<file path="src/rtl/rtm_pkg.sv">
package rtm_pkg;

    // Action taken on the read pointer in one cycle
    typedef enum logic [1:0] {
        RD_HOLD   = 2'd0,
        RD_STEP   = 2'd1,
        RD_REWIND = 2'd2
    } rd_act_e;

    // Per-cycle decision carried from the controller to the top
    typedef struct packed {
        rd_act_e act;
        logic    fire;
    } rd_dec_t;

    // Width of a pointer for a given address width
    function automatic int ptr_width(input int aw);
        return aw + 1;
    endfunction

endpackage

</file>
<file path="src/rtl/rtm_wr_tracker.sv">
module rtm_wr_tracker #(
    parameter int AW = 4
) (
    input  logic                            clk,
    input  logic                            rst,
    input  logic                            clr,
    input  logic                            restart,
    input  logic [rtm_pkg::ptr_width(AW)-1:0] wr_ptr,
    output logic [rtm_pkg::ptr_width(AW)-1:0] wsm
);
    localparam int PW    = rtm_pkg::ptr_width(AW);
    localparam int DEPTH = 1 << AW;
    localparam int SW    = PW + 2;
    localparam logic [SW-1:0] CAP = SW'(DEPTH + 1);

    logic [PW-1:0] wr_prev;
    logic [PW-1:0] delta;
    logic [SW-1:0] base;
    logic [SW-1:0] sum;
    logic [PW-1:0] wsm_nxt;

    always_comb begin
        delta   = wr_ptr - wr_prev;
        base    = restart ? '0 : {2'b00, wsm};
        sum     = base + {2'b00, delta};
        wsm_nxt = (sum > CAP) ? CAP[PW-1:0] : sum[PW-1:0];
    end

    always_ff @(posedge clk) begin
        if (clr) begin
            wr_prev <= wr_ptr;
            wsm     <= '0;
        end else begin
            wr_prev <= wr_ptr;
            wsm     <= wsm_nxt;
        end
    end


    wsm_hold_chk: assert property (@(posedge clk) disable iff (rst)
        (!clr && !restart && wr_ptr == wr_prev) |=> $stable(wsm));


    wsm_bound_chk: assert property (@(posedge clk) disable iff (rst)
        !clr |=> (wsm <= PW'(DEPTH + 1)));

endmodule

</file>
<file path="src/rtl/rtm_mark_reg.sv">
module rtm_mark_reg #(
    parameter int AW = 4
) (
    input  logic                            clk,
    input  logic                            rst,
    input  logic                            clr,
    input  logic                            fire,
    input  logic                            mark,
    input  logic [rtm_pkg::ptr_width(AW)-1:0] rd_ptr,
    output logic [rtm_pkg::ptr_width(AW)-1:0] mark_ptr,
    output logic                            seen
);
    localparam int PW = rtm_pkg::ptr_width(AW);

    logic load;
    assign load = fire && mark;

    always_ff @(posedge clk) begin
        if (clr) begin
            mark_ptr <= '0;
            seen     <= 1'b0;
        end else begin
            if (load) mark_ptr <= rd_ptr;
            if (fire) seen     <= 1'b1;
        end
    end


    mark_capture_chk: assert property (@(posedge clk) disable iff (rst)
        (!clr && load) |=> (mark_ptr == $past(rd_ptr)));


    mark_keep_chk: assert property (@(posedge clk) disable iff (rst)
        (!clr && !load) |=> $stable(mark_ptr));


    seen_set_chk: assert property (@(posedge clk) disable iff (rst)
        (!clr && fire) |=> seen);

endmodule

</file>
<file path="src/rtl/rtm_rd_ctrl.sv">
module rtm_rd_ctrl #(
    parameter int AW = 4
) (
    input  logic                            clk,
    input  logic                            rst,
    input  logic                            clr,
    input  logic                            rd_req,
    input  logic                            rt,
    input  logic                            rt_ok,
    input  logic [rtm_pkg::ptr_width(AW)-1:0] mark_ptr,
    input  logic [rtm_pkg::ptr_width(AW)-1:0] wr_ptr,
    output logic [rtm_pkg::ptr_width(AW)-1:0] rd_ptr,
    output rtm_pkg::rd_dec_t                dec
);
    import rtm_pkg::*;
    localparam int PW = ptr_width(AW);

    logic non_empty;

    always_comb begin
        non_empty = (rd_ptr != wr_ptr);
        if (rt && rt_ok)               dec.act = RD_REWIND;
        else if (rd_req && non_empty)  dec.act = RD_STEP;
        else                           dec.act = RD_HOLD;
        dec.fire = (dec.act == RD_STEP);
    end

    always_ff @(posedge clk) begin
        if (clr) begin
            rd_ptr <= '0;
        end else begin
            unique case (dec.act)
                RD_REWIND: rd_ptr <= mark_ptr;
                RD_STEP:   rd_ptr <= rd_ptr + PW'(1);
                default:   rd_ptr <= rd_ptr;
            endcase
        end
    end


    rewind_load_chk: assert property (@(posedge clk) disable iff (rst)
        (!clr && rt && rt_ok) |=> (rd_ptr == $past(mark_ptr)));


    step_one_chk: assert property (@(posedge clk) disable iff (rst)
        (!clr && !(rt && rt_ok) && rd_req && rd_ptr != wr_ptr)
        |=> (rd_ptr == $past(rd_ptr) + PW'(1)));


    idle_hold_chk: assert property (@(posedge clk) disable iff (rst)
        (!clr && !(rt && rt_ok) && !(rd_req && rd_ptr != wr_ptr)) |=> $stable(rd_ptr));

endmodule

</file>
<file path="src/rtl/rtm_replay_ptr.sv">
module rtm_replay_ptr #(
    parameter int AW = 4
) (
    input  logic          clk,
    input  logic          rst,
    input  logic          prs,
    input  logic [AW:0]   wr_ptr,
    input  logic          rd_req,
    input  logic          mark,
    input  logic          rt,
    output logic [AW:0]   rd_ptr,
    output logic [AW:0]   fill,
    output logic          rt_ok
);
    import rtm_pkg::*;
    localparam int PW    = ptr_width(AW);
    localparam int DEPTH = 1 << AW;

    logic          clr;
    logic [PW-1:0] mark_ptr;
    logic          seen;
    logic [PW-1:0] wsm;
    rd_dec_t       dec;

    assign clr   = rst || prs;
    assign rt_ok = seen && (wsm <= PW'(DEPTH));
    assign fill  = wr_ptr - rd_ptr;

    rtm_rd_ctrl #(.AW(AW)) u_ctrl (
        .clk      (clk),
        .rst      (rst),
        .clr      (clr),
        .rd_req   (rd_req),
        .rt       (rt),
        .rt_ok    (rt_ok),
        .mark_ptr (mark_ptr),
        .wr_ptr   (wr_ptr),
        .rd_ptr   (rd_ptr),
        .dec      (dec)
    );

    rtm_mark_reg #(.AW(AW)) u_mark (
        .clk      (clk),
        .rst      (rst),
        .clr      (clr),
        .fire     (dec.fire),
        .mark     (mark),
        .rd_ptr   (rd_ptr),
        .mark_ptr (mark_ptr),
        .seen     (seen)
    );

    rtm_wr_tracker #(.AW(AW)) u_wtrk (
        .clk      (clk),
        .rst      (rst),
        .clr      (clr),
        .restart  (dec.fire && mark),
        .wr_ptr   (wr_ptr),
        .wsm      (wsm)
    );


    prs_clear_chk: assert property (@(posedge clk) disable iff (rst)
        prs |=> (rd_ptr == '0 && !rt_ok && mark_ptr == '0));


    rst_clear_chk: assert property (@(posedge clk)
        rst |=> (rd_ptr == '0 && !rt_ok));

endmodule

</file>
<file path="config.mk">
export PLATFORM = sky130hd
export DESIGN_NAME = rtm_replay_ptr
export DESIGN_NICKNAME = d
export VERILOG_FILES = /design/src/rtl/rtm_pkg.sv /design/src/rtl/rtm_wr_tracker.sv /design/src/rtl/rtm_mark_reg.sv /design/src/rtl/rtm_rd_ctrl.sv /design/src/rtl/rtm_replay_ptr.sv
export SDC_FILE = /design/constraint.sdc
export NUM_CORES = 1
export LEC_CHECK = 0
export BUFFER_PORTS_ARGS = -buffer_cell sky130_fd_sc_hd__buf_2
export CAP_MARGIN = 15
export CORE_MARGIN = 2
export CORE_UTILIZATION = 45
export DETAILED_ROUTE_END_ITERATION = 8
export GPL_TIMING_DRIVEN = 0
export PLACE_DENSITY_LB_ADDON = 0.05
export SLEW_MARGIN = 20
export SYNTH_ARGS = -nofsm -noshare
export SYNTH_HDL_FRONTEND = slang
export SYNTH_SLANG_ARGS = --single-unit
export TNS_END_PERCENT = 20
</file>
<file path="constraint.sdc">
create_clock -name clk -period 3.35 [get_ports clk]
set_input_delay 0.67 -clock clk [delete_from_list [all_inputs] [get_ports clk]]
set_output_delay 0.67 -clock clk [all_outputs]
set_load 0.02 [all_outputs]
</file>
Word level (Yosys, flattened, before mapping)
Cells that the tools add are included.
{"block": "totals", "output_inout_bits": 11, "latchBits": 0, "mem_count": 0, "register_bits": 21, "ram_bits": 0, "rom_bits": 0}
{"block": "op_classes", "muxes": 5, "reduce_logical": 7, "n_div": 0, "eq_ne": 3, "n_bitwise": 0, "n_shift": 0, "addsub": 4, "multipliers": 0, "n_lt_le_gt_ge": 2}
{"op": "two-way mux 5 bit", "n": 2}
{"op": "one-hot mux 5 bit (2 select lines)", "n": 1}
{"op": "subtractor 5 bit", "n": 2}
{"op": "adder 7 x 5 -> 7 bit", "n": 1}
{"op": "greater-than comparator 7 x 5 -> 1 bit (second input constant)", "n": 1}
{"op": "adder 5 x 1 -> 5 bit (second input constant)", "n": 1}
{"op": "<= comparator 5 bit (second input constant)", "n": 1}
{"op": "inequality test 5 bit", "n": 1}
{"op": "logical AND 1 bit", "n": 4}
{"op": "== test 2 x 1 -> 1 bit (second input constant)", "n": 1}
{"op": "== test 2 bit (second input constant)", "n": 1}
{"op": "two-way mux 2 bit", "n": 1}
{"op": "nonzero test 2 bit", "n": 1}
{"op": "OR reduction 2 bit", "n": 1}
{"op": "logical OR 1 bit", "n": 1}
{"op": "two-way mux 1 bit", "n": 1}

Logic depth before layout (Yosys ltp)
{"block": "logic_depth", "depth_word": 10, "depth_mapped": 14, "depth_no_buf": 14}

Hierarchy
Synthesis repeated with hierarchy kept, for this count alone.
{"block": "hier_totals", "hier_cells": 181, "hier_area_um2": 1585.3}
{"module": "rtm_wr_tracker", "area_per_inst_um2": 703.2, "cells_per_inst": 77, "instances": 1}
{"module": "rtm_rd_ctrl", "area_per_inst_um2": 446.7, "cells_per_inst": 56, "instances": 1}
{"module": "rtm_mark_reg", "area_per_inst_um2": 250.2, "cells_per_inst": 25, "instances": 1}
{"module": "rtm_replay_ptr", "area_per_inst_um2": 185.2, "cells_per_inst": 23, "instances": 1}

Least setup slack after synthesis
No wires, ideal clock.
{"block": "synth_timing", "kind": "input to register", "startpoint": "input port wr_ptr[2]", "endpoint": "register u_wtrk.wsm[0] in the netlist's numbering", "n_path_buf": 0, "t_required_ns": 3.230, "setup_ns": 0.120, "setup_slack_ns": 0.039, "arrival_ns": 3.191, "path_stages": 13, "path_cell_list": "ha_1 and4_1 a21boi_4 and3_4 nor2b_1 ha_1 inv_1 fa_1 nor2b_4 o21a_1 xor2_1 o32a_1 o31a_1"}
{"block": "synth_between", "elab_chain_len": 10, "word_cells_on_any_way": 11, "cone_classes": "add/sub (2); order compare (1); eq/ne (2); mux (4); reduce/logical (2)"}
{"item": "start: declaration", "line_no": "rtm_replay_ptr.sv:7", "source": "input logic [AW:0] wr_ptr,"}
{"item": "inequality test 5 bit", "line_no": "rtm_rd_ctrl.sv:21", "source": "non_empty = (rd_ptr != wr_ptr);"}
{"item": "logical AND 1 bit", "line_no": "rtm_rd_ctrl.sv:23", "source": "else if (rd_req && non_empty) dec.act = RD_STEP;"}
{"item": "two-way mux 1 bit", "line_no": "rtm_rd_ctrl.sv:23"}
{"item": "two-way mux 2 bit", "line_no": "rtm_rd_ctrl.sv:22", "source": "if (rt && rt_ok) dec.act = RD_REWIND;"}
{"item": "== test 2 x 1 -> 1 bit", "line_no": "rtm_rd_ctrl.sv:25", "source": "dec.fire = (dec.act == RD_STEP);"}
{"item": "logical AND 1 bit", "line_no": "rtm_replay_ptr.sv:57", "source": ".restart (dec.fire && mark),"}
{"item": "two-way mux 5 bit", "line_no": "rtm_wr_tracker.sv:24", "source": "base = restart ? '0 : {2'b00, wsm};"}
{"item": "adder 7 x 5 -> 7 bit *", "line_no": "rtm_wr_tracker.sv:25", "source": "sum = base + {2'b00, delta};"}
{"item": "greater-than comparator 7 x 5 -> 1 bit", "line_no": "rtm_wr_tracker.sv:26", "source": "wsm_nxt = (sum > CAP) ? CAP[PW-1:0] : sum[PW-1:0];"}
{"item": "two-way mux 5 bit *", "line_no": "rtm_wr_tracker.sv:26"}
{"item": "end signal: assignment", "line_no": "rtm_wr_tracker.sv:35", "source": "wsm <= wsm_nxt;"}
{"item": "end: declaration", "line_no": "rtm_wr_tracker.sv:9", "source": "output logic [rtm_pkg::ptr_width(AW)-1:0] wsm"}
Every way passes the cells marked *; elsewhere a longest branch is shown, timed or not.
A chain may end at the register's enable or synchronous reset.

Worst setup path in the final report
Same ends and word-level chain as after synthesis.

==> qor.csv <==
metric,value,unit
final_area,1514,um^2
vdd_ir_drop_max,0.2414,mV
grt_pass1_vias,1046,
worst_pin_slew,0.4637,ns
synth_top_cell_area_share,31.88,%
synthTopCellsByCount,"21 x dfxtp_1, 17 x inv_1, 14 x ha_1",
end_kind,flop,
fin_setup_tns,0,ns
hold_ws,0.4617,ns
synthArstFlopShare,0,%
route.detailed.drc,0,
io_buffers,21,
min_from,wr_ptr[0],
cts_buffer_depth,2,
post_drt_wl_per_cell,12.31,um
fin_total_pwr,0.6221,mW
power_leakage,0.6794,nW
clock_skew,0.003353,ns
hold_viol,0,
dp_cells,198,
path_cells,"buf_2, ha_1, and4_1, a21boi_4, and3_4, nor2b_1, ha_1, inv_1, fa_2, nor2b_4, o21a_1, xor2_1, o32a_1, o31a_1",
synth.distinct_cells,32,
first_pass_iters,4,
ff2ff_setup_slack,0.20,ns
numCtsBuffers,3,
setup_viol,0,
grt_util_met1,23.79,%
fillers,274,
vias,1066,
via_per_inst,5.225,
grt_pass1_wl,4.478,mm
syn_nets,174,
synth_ff_type,dfxtp_1,
final_nets,202,
ys_ff_latch,21,
critPathMostFrequentCell,ha_1,
use_met3,2.009,%
holdPathStages,1,
antenna_found_initial,0,
cp_slowest_cell,fa_2,
fin_cells,204,
synth_top_area_cell,dfxtp_1,
status,"finished, final reports clean",
critical_path_class,in -> reg,
root_buffer,clkbuf_4,
required,3.57,ns
drtIter0Drc,30,
synth_warnings,0,
grt_overflow_total,0,
worst_setup_path_start_kind,input port,
placement.cell_area,1463,um^2
antenna_cells,0,
gp_congestion,0.7453,
postRouteAntennaNets,0,
rows,19,
netlist_instances,146,
ios,22,
fmax,316.2,MHz
die_w,58.14,um
rsz0062_at_grt,false,
ys_seq_area_share,31.88,%
synth_area_leaders,"dfxtp_1 32%, ha_1 13%, xnor2_1 6.6%, inv_1 4.8%, fa_1 4.6%",
track_usage,17.29,%
busiest_layer,met2,
yosysMostFrequentCell,dfxtp_1,
die_area,3380,um^2
reg2reg_to,u_wtrk.wsm[0]$_SDFF_PP0_,
r2r_cells,14,
period_share,94.42,%
die_height,58.14,um
hold_class,in -> reg,
avgSynthCellArea,9.033,um^2
drive_above_1_share,21.97,%
htreeDepth,1,
initial_core_util,47.41,%
synth_area,1319,um^2
synth_edf_count,0,
slew_headroom,68.97,%
cts_tree,yes,
drv_cap,0,
slowest_delay,0.37,ns
r2r_start,u_ctrl.rd_ptr[2]$_SDFFE_PP0P_,
grt_max_degree,12,
maxSlewViolCount,0,
critPathArrivalTime,3.38,ns
cts.sinks,21,
met2_usage,27.60,%
dp_hpwl,2.006,mm
core,2781,um^2
critical_path_peak_fanout,6,
clk_latency,0.31,ns
min_period,3.163,ns
area_growth,14.80,%
pwr_density_cell,410.9,nW/um^2
holdPathEnd,u_wtrk.wr_prev[0]$_DFF_P_,
clk_pin_slew,0.12,ns
wl,2.512,mm
-- worst max path at each step --
stage / cells after the start / end / from / slack [ns]
6_report: 14 / u_wtrk.wsm[0]$_SDFF_PP0_ / wr_ptr[2] / 0.19
3_3_place_gp: 13 / u_wtrk.wsm[0]$_SDFF_PP0_ / wr_ptr[1] / -0.29
5_1_grt: 14 / u_wtrk.wsm[0]$_SDFF_PP0_ / u_ctrl.rd_ptr[2]$_SDFFE_PP0P_ / 0.002
2_1_floorplan: 13 / u_wtrk.wsm[0]$_SDFF_PP0_ / wr_ptr[2] / 0.04
3_5_place_dp: 13 / u_wtrk.wsm[0]$_SDFF_PP0_ / wr_ptr[1] / -0.33
4_1_cts: 14 / u_wtrk.wsm[0]$_SDFF_PP0_ / wr_ptr[2] / 0.05
-- flip-flops by register name, summed over array words and instances (netlist names) --
name and cells:
u_wtrk.wsm 5, u_mark.mark_ptr 5, u_ctrl.rd_ptr 5, u_wtrk.wr_prev 5
u_mark.seen 1
-- placed cells by master, fill, tap and decap left out, drive strengths merged, types with 2 or more instances in the layout --
master	count
clkbuf	7
dfxtp	21
a21oi	11
xnor2	10
nor4	3
inv	17
nor2	5
o21ai	11
nand4	2
ha	14
nor2b	5
fa	3
buf	24
xor2	5
a21o	5
nand2	7
nand3	7
o21a	3
o31a	2
-- cell type report --
| type | instances | area, um^2 | area share (%) |
|---|---|---|---|
| Buffer | 4 | 22.52 | 1.488 |
| Clock buffer | 4 | 26.28 | 1.736 |
| Timing Repair Buffer | 23 | 120.1 | 7.934 |
| Inverter | 17 | 63.81 | 4.215 |
| Multi-Input combinational cell | 104 | 818.3 | 54.05 |
| Tap cell | 31 | 38.79 | 2.562 |
| Sequential cell | 21 | 424.2 | 28.02 |
-- report_power, final --
group,internal [mW],switching (mW),total [mW]
combinational,0.0996,0.121,0.221
sequential,0.264,0.00879,0.273
clock,0.0466,0.0815,0.128
total,0.410,0.212,0.622
-- per-layer routing --
layer	part of all wire, %	wire, um
met5	0	0
met4	1.7	43
met3	4.4	111
met2	43	1076
met1	51	1280
-- cells by family (layout without fill, tap and decap cells) --
family	Yosys count	count (layout)	share of synthesized area, %
compound gates	36	36	17.93
xor+xnor	15	15	9.962
fa+ha+maj	17	17	17.84
buf+inv	21	48	6.546
flops	21	21	31.88
simple gates	36	36	15.84
-- critical path: cells and delay by family --
kind | cells | cell delay (ns)
AO/OA/AOI/OAI | 4 | 0.83
buffers and inverters | 2 | 0.18
AND/OR/NAND/NOR | 4 | 0.73
XOR/XNOR | 1 | 0.08
adder cells (fa/ha/maj) | 3 | 0.89
-- metrics by stage --
| stage | util, % | worst slack [ns] |
|---|---|---|
| final | 54.43 | 0.1870 |
| after global routing | 54.43 | 0.002228 |
| after CTS | 53.76 | 0.05325 |
| after detailed placement | 52.59 | -0.3327 |
| after global placement | 52.59 | -0.2876 |
| after floorplan | - | 0.03922 |
-- timing repair --
action / 4_1_cts / 5_1_grt
endpoints found under the setup margin: 4 / 4
setup buffers: 0 / 2
hold buffers: 0 / 0
gates resized for setup: 3 / 2
pin swaps: 0 / 1
No activity file was read; power rests on OpenSTA's default activity.
